`config.mk`:
```
export PLATFORM = sky130hd
export DESIGN_NAME = conn_event_ctrl
export DESIGN_NICKNAME = d
export VERILOG_FILES = /design/src/rtl/conn_event_ctrl.sv
export SDC_FILE = /design/constraint.sdc
export NUM_CORES = 1
export LEC_CHECK = 0
export BUFFER_PORTS_ARGS = -buffer_cell sky130_fd_sc_hd__buf_2
export CAP_MARGIN = 25
export CORE_MARGIN = 3
export CORE_UTILIZATION = 50
export CTS_CLUSTER_DIAMETER = 120
export CTS_CLUSTER_SIZE = 14
export DETAILED_ROUTE_END_ITERATION = 8
export MAX_ROUTING_LAYER = met4
export PLACE_DENSITY = 0.73
export REMOVE_ABC_BUFFERS = 1
export SLEW_MARGIN = 10
export SYNTH_ARGS = -nofsm -noshare
export SYNTH_HDL_FRONTEND = slang
export SYNTH_SLANG_ARGS = --single-unit
```
`constraint.sdc`:
```
create_clock -name clk -period 2.7 [get_ports clk]
set_input_delay 0.54 -clock clk [delete_from_list [all_inputs] [get_ports clk]]
set_output_delay 0.54 -clock clk [all_outputs]
set_load 0.005 [all_outputs]
```
`src/rtl/conn_event_ctrl.sv`:
```
module conn_event_ctrl #(
  parameter int TW     = 16,
  parameter int IFS_US = 150
) (
  input  logic          clk,
  input  logic          rst_n,
  input  logic          tick_us,
  input  logic          role_central,
  input  logic [TW-1:0] interval_us,
  input  logic [TW-1:0] max_len_us,
  input  logic [TW-1:0] rx_timeout_us,
  input  logic          local_more,
  input  logic          tx_done,
  input  logic          rx_done,
  input  logic          rx_crc_ok,
  input  logic          rx_peer_more,
  output logic          tx_start,
  output logic          listen_en,
  output logic          evt_closed
);

  localparam int GW = $clog2(IFS_US);
  localparam logic [TW-1:0] ONE = TW'(1);
  localparam logic [TW-1:0] IFS_T = TW'(IFS_US);

  typedef enum logic [1:0] {S_IDLE, S_TX, S_GAP, S_RX} state_t;

  state_t        state;
  logic [TW-1:0] anc, elapsed, tmo;
  logic [GW-1:0] gap;
  logic          bad_q, good_q, pmore_q;

  logic [TW-1:0] budget, lim;
  logic          anchor, active, over;

  assign budget    = interval_us - IFS_T;
  assign lim       = (max_len_us < budget) ? max_len_us : budget;
  assign anchor    = tick_us && (anc == '0);
  assign active    = (state != S_IDLE);
  assign over      = active && tick_us && ((elapsed + ONE) >= lim);
  assign listen_en = (state == S_RX);

  always_ff @(posedge clk or negedge rst_n) begin
    if (!rst_n) begin
      state      <= S_IDLE;
      anc        <= '0;
      elapsed    <= '0;
      tmo        <= '0;
      gap        <= '0;
      bad_q      <= 1'b0;
      good_q     <= 1'b0;
      pmore_q    <= 1'b0;
      tx_start   <= 1'b0;
      evt_closed <= 1'b0;
    end else begin
      tx_start   <= 1'b0;
      evt_closed <= 1'b0;
      if (tick_us) anc <= anchor ? interval_us - ONE : anc - ONE;
      if (active && tick_us) elapsed <= elapsed + ONE;
      case (state)
        S_IDLE: if (anchor) begin
          elapsed <= '0;
          bad_q   <= 1'b0;
          good_q  <= 1'b0;
          pmore_q <= 1'b0;
          if (role_central) begin
            tx_start <= 1'b1;
            state    <= S_TX;
          end else begin
            tmo   <= rx_timeout_us;
            state <= S_RX;
          end
        end
        S_TX: if (tx_done) begin
          if (!role_central && good_q && !local_more && !pmore_q) begin
            evt_closed <= 1'b1;
            state      <= S_IDLE;
          end else begin
            tmo   <= rx_timeout_us;
            state <= S_RX;
          end
        end
        S_RX: if (rx_done) begin
          bad_q  <= !rx_crc_ok;
          good_q <= rx_crc_ok;
          if (rx_crc_ok) pmore_q <= rx_peer_more;
          if ((!rx_crc_ok && bad_q) ||
              (role_central && rx_crc_ok && !local_more && !rx_peer_more)) begin
            evt_closed <= 1'b1;
            state      <= S_IDLE;
          end else begin
            gap   <= GW'(IFS_US - 1);
            state <= S_GAP;
          end
        end else if (tick_us) begin
          if (tmo <= ONE) begin
            evt_closed <= 1'b1;
            state      <= S_IDLE;
          end else begin
            tmo <= tmo - ONE;
          end
        end
        S_GAP: if (tick_us) begin
          if (gap == '0) begin
            tx_start <= 1'b1;
            state    <= S_TX;
          end else begin
            gap <= gap - 1'b1;
          end
        end
        default: state <= S_IDLE;
      endcase
      if (over) begin
        tx_start   <= 1'b0;
        evt_closed <= 1'b1;
        state      <= S_IDLE;
      end
    end
  end

  p_no_overlap_r1: assert property (@(posedge clk) disable iff (!rst_n)
    anchor |-> state == S_IDLE);

  p_central_tx_r2: assert property (@(posedge clk) disable iff (!rst_n)
    anchor && role_central |=> tx_start);

  p_periph_listen_r2: assert property (@(posedge clk) disable iff (!rst_n)
    anchor && !role_central |=> listen_en);

  p_two_bad_r7: assert property (@(posedge clk) disable iff (!rst_n)
    (state == S_RX) && rx_done && !rx_crc_ok && bad_q |=> evt_closed);

  p_close_pulse_r9: assert property (@(posedge clk) disable iff (!rst_n)
    evt_closed |=> !evt_closed);

  p_exclusive_r10: assert property (@(posedge clk) disable iff (!rst_n)
    !(tx_start && listen_en));

endmodule

```
==> results of run 1 <==
-- kinds of logic after synthesis --
kind of cell | after synthesis | share of synthesized area [%]
DFF | 63 | 30.39
adders and majority gates | 37 | 8.924
AOI/OAI and AO/OA | 185 | 23.28
xor gates and xnor gates | 41 | 6.922
buffers and inverters | 55 | 4.366
and+or+nand+nor | 224 | 22.07
muxes | 19 | 4.052
-- critical path, delay by kind of cell --
| kind | cells | cell delay (ns) |
|---|---|---|
| compound gates | 8 | 1.76 |
| simple gates | 5 | 0.71 |
| xor+xnor | 1 | 0.17 |
| fa+ha+maj | 3 | 0.64 |
| mux | 1 | 0.34 |
| buf+inv | 3 | 0.39 |
-- layer usage --
metal | vias to the layer above | GRT usage, %
met1 | 2576 | 34.20
met3 | 21 | 3.599
li1 | 2623 | -
met5 | - | -
met4 | 0 | 6.673
met2 | 185 | 46.00
-- layout make-up --
type                            instances  area (µm²)
Multi-Input combinational cell        506        3558
Inverter                               29       108.9
Clock inverter                          6       45.04
Timing Repair Buffer                  171        1189
Clock buffer                           10       137.6
Tap cell                              133       166.4
Sequential cell                        63        1577
Fill cell                             817        3128
-- cells in the final DEF (no fill, tap or decap), types with 4 or more instances in the layout --
cell and n:
xnor2_1 18, a31oi_1 7, o21ai_0 42, buf_4 107, nand2_1 50, buf_2 57
dfrtp_1 63, nor3_1 21, a22oi_1 13, nor4_1 10, xor2_1 21, a21oi_1 38
nand4_1 7, inv_1 28, ha_1 32, and3_1 7, buf_6 4, nor3_2 5
clkbuf_8 10, o22a_1 4, a21o_1 7, nand3_1 20, nand2b_1 7, mux2_2 15
a211oi_2 4, nor2_1 62, or3_1 9, o22ai_1 4, a211oi_1 5, o31ai_1 8
o21ai_1 8
-- worst max path at each step --
stage,endpoint
4_1_cts,evt_closed
3_3_place_gp,evt_closed
3_5_place_dp,evt_closed
6_report,evt_closed
5_1_grt,evt_closed
2_1_floorplan,evt_closed
-- what timing repair did --
action / in CTS / in global routing
resized for setup: 37 / 11
endpoints found under the setup margin: 4 / 13
cloned: 1 / 0
buffers inserted: 5 / 9
pin swaps: 27 / 10
-- sequential cells by signal (all words and copies together) (netlist names) --
register / cells
pmore_q: 1
tmo: 16
tx_start: 1
bad_q: 1
evt_closed: 1
anc: 16
elapsed: 16
good_q: 1
gap: 8
state: 2
-- stage by stage --
stage | hold WS (ns) | setup TNS, ns | setup WS (ns)
floorplan | 0.2444 | -9.268 | -2.383
global placement | 0.4757 | -8.788 | -2.262
detailed placement | 0.4830 | -9.184 | -2.352
CTS | 0.2043 | -6.339 | -1.636
global route | 0.2191 | -7.129 | -1.825
finish | 0.1871 | -6.358 | -1.646
-- power by group through the flow --
stage	Clock, µW	Sequential [µW]	Combinational (µW)
after floorplan	0	1630	1400
after global placement	0	1630	2120
after detailed placement	0	1660	2210
after CTS	796	1650	2300
after global routing	831	1710	2690
final	787	1650	2400
==> results.json, run 1 <==
{
  "status": "complete, but fails checks",
  "violations": "negative setup slack",
  "drc_errors": 0,
  "numCtsBuffers": 9,
  "p_per_area_mw_per_mm2": 713.9,
  "grt_max_degree": 43,
  "yosys.area.top_type_share_pct": 30.39,
  "cts_tree": "yes",
  "fin_area_mm2": 0.006782,
  "critPathKind": "input pin to flop",
  "report.final.slew_viol_count": 0,
  "nets": 874,
  "async_flop_share_pct": 100.0,
  "portBuffers": 59,
  "io_pins": 60,
  "dp_hpwl_mm": 11.29,
  "layout-drive-gt1-share_pct": 31.34,
  "crit_fanout": 5,
  "antenna_cells": 0,
  "cts_buffer_depth": 2,
  "die-area_mm2": 0.01163,
  "grt_pass1_vias": 5306,
  "required_ns": 2.94,
  "p_leak_uw": 0.003103,
  "slowest_delay_ns": 0.43,
  "p_comb_share_pct": 49.6,
  "drt_first_iter_violations": 277,
  "ir_drop_v": 0.0005261,
  "syn_avg_cell_area_um2": 8.313,
  "startpoint_type": "input pin",
  "power_uw": 4841,
  "final_util_pct": 68.43,
  "crit_slowest_cell": "a221o_1",
  "clock-sinks": 63,
  "placed_cells": 887,
  "top_layer": "met4",
  "grt_usage_pct": 27.04,
  "cts.hold.buffers_added": 0,
  "ys_top_cells_by_area": "dfrtp_1, ha_1, nor2_1",
  "final_cells": 918,
  "critPathLaunch": "interval_us[1]",
  "synthesis.area_mm2": 0.005187,
  "reg2reg_from": "elapsed[1]",
  "worstSetupEndpointType": "flop",
  "fmax_ghz": 0.2301,
  "hold_class": "input pin to asynchronous set/reset pin",
  "h-tree-depth": 3,
  "wl_met1_mm": 6.617,
  "p_sw_share_pct": 42.87,
  "maxSlewHeadroom_pct": 49.30,
  "clkPwrFrac_pct": 16.2,
  "coreArea_mm2": 0.009910,
  "syn_inst": 624,
  "clock_skew_ns": 0.007616,
  "internal_power_uw": 2766,
  "crit_chain": "buf_6 -> ha_4 -> o21ai_4 -> nand2_4 -> a21oi_4 -> buf_4 -> nand2_1 -> xor2_1 -> ha_1 -> nand4_1 -> a211oi_2 -> nand2_1 -> o21ai_2 -> buf_6 -> mux2_2 -> ha_1 -> or3_4 -> a211oi_2 -> o21ai_1 -> a221o_1 -> a22o_1",
  "clk_pin_slew_ns": 0.08,
  "place_area_mm2": 0.006285,
  "wl_per_cell_um": 16.35,
  "num_vias": 5405,
  "drtPass1Iterations": 8,
  "ff2ff_setup_slack_ns": -0.10,
  "tightest_slew_ns": 0.7536,
  "synth_edf_count": 0,
  "synth_warnings": 0,
  "met2_length_mm": 7.404,
  "yosysMostFrequentCell": "dfrtp_1",
  "vias_per_cell": 5.888,
  "r2r_end": "evt_closed",
  "r2r_cells": 12,
  "ant_nets": 0,
  "wirelength_mm": 15.01,
  "synth.largest_area_cell": "dfrtp_1",
  "max-cap-violations": 0,
  "finalSetupViolCount": 4,
  "timing_hold_violations_final": 0,
  "dieWidth_um": 107.9,
  "synth_cell_type_count": 72,
  "clock_latency_ns": 0.35,
  "place_congestion": 1.001,
  "start_util_pct": 52.35,
  "synthFlopType": "dfrtp_1",
  "grt_first_pass_wirelength_mm": 24.74,
  "p_sw_uw": 2075,
  "area_growth_pct": 30.73,
  "synth_commonest_cells": "dfrtp_1, nor2_1, nand2_1",
  "yosysSeqAreaShare_pct": 30.39,
  "grt_overflow_total": 0,
  "rsz0062_at_grt": "yes",
  "p_seq_share_pct": 34.2,
  "arrival_ns": 4.59,
  "antenna_found_initial": 0,
  "cts-root-buf": "clkbuf_8",
  "ys_ff_latch": 63,
  "period_needed_ns": 4.346,
  "rows": 36,
  "dieHeight_um": 107.9,
  "worst_slack_ns": -1.646,
  "finalCritPeriodShare_pct": 161.0,
  "met3_length_um": 766
}
(Power assumes the default switching activity.)
==> run 2, diff against run 1 <==
--- a/config.mk
+++ b/config.mk
@@ -8,12 +8,13 @@
 export BUFFER_PORTS_ARGS = -buffer_cell sky130_fd_sc_hd__buf_2
 export CAP_MARGIN = 25
 export CORE_MARGIN = 3
-export CORE_UTILIZATION = 50
+export CORE_UTILIZATION = 54
 export CTS_CLUSTER_DIAMETER = 120
 export CTS_CLUSTER_SIZE = 14
 export DETAILED_ROUTE_END_ITERATION = 8
 export MAX_ROUTING_LAYER = met4
-export PLACE_DENSITY = 0.73
+export PLACE_DENSITY = 0.78
+export RECOVER_POWER = 100
 export REMOVE_ABC_BUFFERS = 1
 export SLEW_MARGIN = 10
 export SYNTH_ARGS = -nofsm -noshare
==> run 2 against run 1 <==
Compared with the run above: the flow finishes with violations (max-capacitance violations, max-slew violations, negative setup slack); register-to-register slack worse by 0.20 ns; cell area shrank 1.6%; sequential power barely moved; clock skew is 0.0050 ns higher; die area shrank 7.0%; via count grew 2.1%; setup slack worse by 0.23 ns; worst hold slack gained 0.24 ns; power rose by 2.8%; non-clock buffer count fell by 17; critical endpoint unchanged.
==> results.json, run 2 (synthesis gave the netlist of run 1 again) <==
{
  "dieWidth_um": 104.0,
  "power_uw": 4978,
  "io_pins": 60,
  "reg.largest.list": "anc x16, elapsed x16, tmo x16",
  "antenna_cells": 0,
  "grt_pass1_vias": 5315,
  "timing_hold_violations_final": 0,
  "vias_per_cell": 6.147,
  "arrival_ns": 4.82,
  "grt_usage_pct": 27.63,
  "portBuffers": 59,
  "crit_fanout": 6,
  "reg2reg_from": "elapsed[1]",
  "place_congestion": 0.9835,
  "fmax_ghz": 0.2185,
  "r2r_cells": 12,
  "violations": "max-capacitance violations, max-slew violations, negative setup slack",
  "crit_family": "compound AO/OA/AOI/OAI gates",
  "min_path_cells": 2,
  "slowest_delay_ns": 0.44,
  "status": "complete, but fails checks",
  "drtPass1Iterations": 6,
  "grt_first_pass_wirelength_mm": 24.56,
  "rsz0062_at_grt": "yes",
  "dieHeight_um": 104.0,
  "ir_drop_v": 0.0005247,
  "dp_hpwl_mm": 10.66,
  "nets": 858,
  "worstSetupEndpointType": "flop",
  "path_buf_inv": 3,
  "crit_slowest_cell": "a221o_1",
  "drt_first_iter_violations": 413,
  "pre_cts_ws_ns": -2.385,
  "max-cap-violations": 1,
  "ant_nets": 0,
  "clock_skew_ns": 0.01257,
  "tightest_slew_ns": 1.588,
  "finalSetupViolCount": 5,
  "place_area_mm2": 0.006157,
  "clock_latency_ns": 0.36,
  "multiInputGateArea_mm2": 0.003578,
  "nFillCells": 708,
  "worstHoldStart": "rx_crc_ok",
  "cts_buffer_depth": 2,
  "start_util_pct": 55.88,
  "rows": 35,
  "die-area_mm2": 0.01082,
  "p_per_area_mw_per_mm2": 746.0,
  "coreArea_mm2": 0.009284,
  "required_ns": 2.95,
  "numCtsBuffers": 9,
  "period_needed_ns": 4.577,
  "layout-drive-gt1-share_pct": 29.13,
  "antenna_found_initial": 0,
  "startpoint_type": "input pin",
  "worst_slack_ns": -1.877,
  "r2r_end": "evt_closed",
  "clk_pin_slew_ns": 0.08,
  "clock-sinks": 63,
  "hold_class": "input pin to flop",
  "crit_chain": "buf_8 -> buf_6 -> a21oi_4 -> nor2b_2 -> o31a_1 -> nor3_2 -> xnor2_1 -> ha_2 -> a211o_1 -> a31oi_1 -> o21ai_1 -> a221oi_2 -> o21ai_2 -> buf_6 -> mux2_4 -> ha_4 -> or3_4 -> o2111ai_2 -> o21ai_1 -> a221o_1 -> a22o_1",
  "regArea_mm2": 0.001577,
  "finalCritPeriodShare_pct": 169.5,
  "critical_path_depth": 21,
  "drc_errors": 0,
  "wl_per_cell_um": 17.06,
  "grt_max_degree": 64,
  "p_leak_uw": 0.003025,
  "final_util_pct": 71.87,
  "num_vias": 5520,
  "tns_ns": -7.294,
  "fin_area_mm2": 0.006673,
  "grt_overflow_total": 0,
  "ff2ff_setup_slack_ns": -0.30,
  "critPathKind": "input pin to flop",
  "final_cell_mix": "buf_4, nor2_1, dfrtp_1",
  "cts_tree": "yes",
  "min_to": "bad_q",
  "wirelength_mm": 15.32,
  "area_growth_pct": 28.63,
  "maxSlewHeadroom_pct": -5.885,
  "cts-root-buf": "clkbuf_8",
  "h-tree-depth": 3,
  "report.final.slew_viol_count": 64,
  "final_common_cell": "buf_4"
}
run 2: cell count changes in the layout (fill, tap and decap cells not counted), moves of 2 or more:
| cell | previous run | this run |
|---|---|---|
| buf_12 | 2 | 0 |
| buf_2 | 57 | 55 |
| buf_4 | 107 | 84 |
| bufinv_16 | 0 | 2 |
| clkbuf_1 | 0 | 5 |
| clkbuf_2 | 0 | 4 |
| clkinv_4 | 1 | 3 |
| clkinvlp_4 | 3 | 0 |
| ha_1 | 32 | 30 |
| o21ai_0 | 42 | 44 |
| o21ai_1 | 8 | 6 |
run 2: cell type report:
cell class / instances / area share (%)
Tap cell: 129 / 2.419
Multi-Input combinational cell: 507 / 53.63
Inverter: 29 / 1.631
Timing Repair Buffer: 154 / 15.28
Sequential cell: 63 / 23.63
Clock buffer: 9 / 1.856
Clock inverter: 7 / 1.556
run 2: repair_timing:
action | CTS | global route
gates resized for setup | 25 | 27
pin swaps | 15 | 23
buffers inserted | 8 | 3
setup endpoints to repair | 5 | 6
hold buffers | 0 | 0
cloned | 0 | 1
run 2: metal layers:
| metal | part of all wire [%] | global-route usage (%) |
|---|---|---|
| met1 | 43 | 34.48 |
| met2 | 49 | 46.10 |
| met3 | 6.4 | 5.338 |
| met4 | 1.9 | 7.502 |
| met5 | 0 | - |
run 2: worst reg2reg max path, stage by stage (launching register included):
cell,delay [ns]
dfrtp_1,0.38
buf_4,0.13
nand2_1,0.06
nor4_1,0.37
buf_4,0.19
xor2_1,0.25
ha_4,0.26
a21oi_1,0.15
o21ai_1,0.10
a211oi_1,0.22
o21ai_1,0.10
a221o_1,0.44
a22o_1,0.26
run 2: where the power goes:
part,internal [µW],switching [µW],total (µW)
logic,1020,1300,2320
clock network,531,445,976
registers,1290,393,1680
total,2840,2140,4980
run 2: worst max path at each step:
stage	to	slack, ns	start
finish	evt_closed	-1.88	interval_us[1]
detailed placement	evt_closed	-2.39	interval_us[1]
global placement	evt_closed	-2.26	interval_us[1]
floorplan	evt_closed	-2.38	interval_us[1]
global route	evt_closed	-1.95	interval_us[1]
CTS	evt_closed	-1.74	interval_us[2]
run 2: metrics by stage:
| stage | hold WS [ns] | std cells |
|---|---|---|
| 2_1_floorplan | 0.2444 | 598 |
| 3_3_place_gp | 0.4756 | 870 |
| 3_5_place_dp | 0.4823 | 870 |
| 4_1_cts | 0.3843 | 894 |
| 5_1_grt | 0.4507 | 898 |
| 6_report | 0.4297 | 898 |
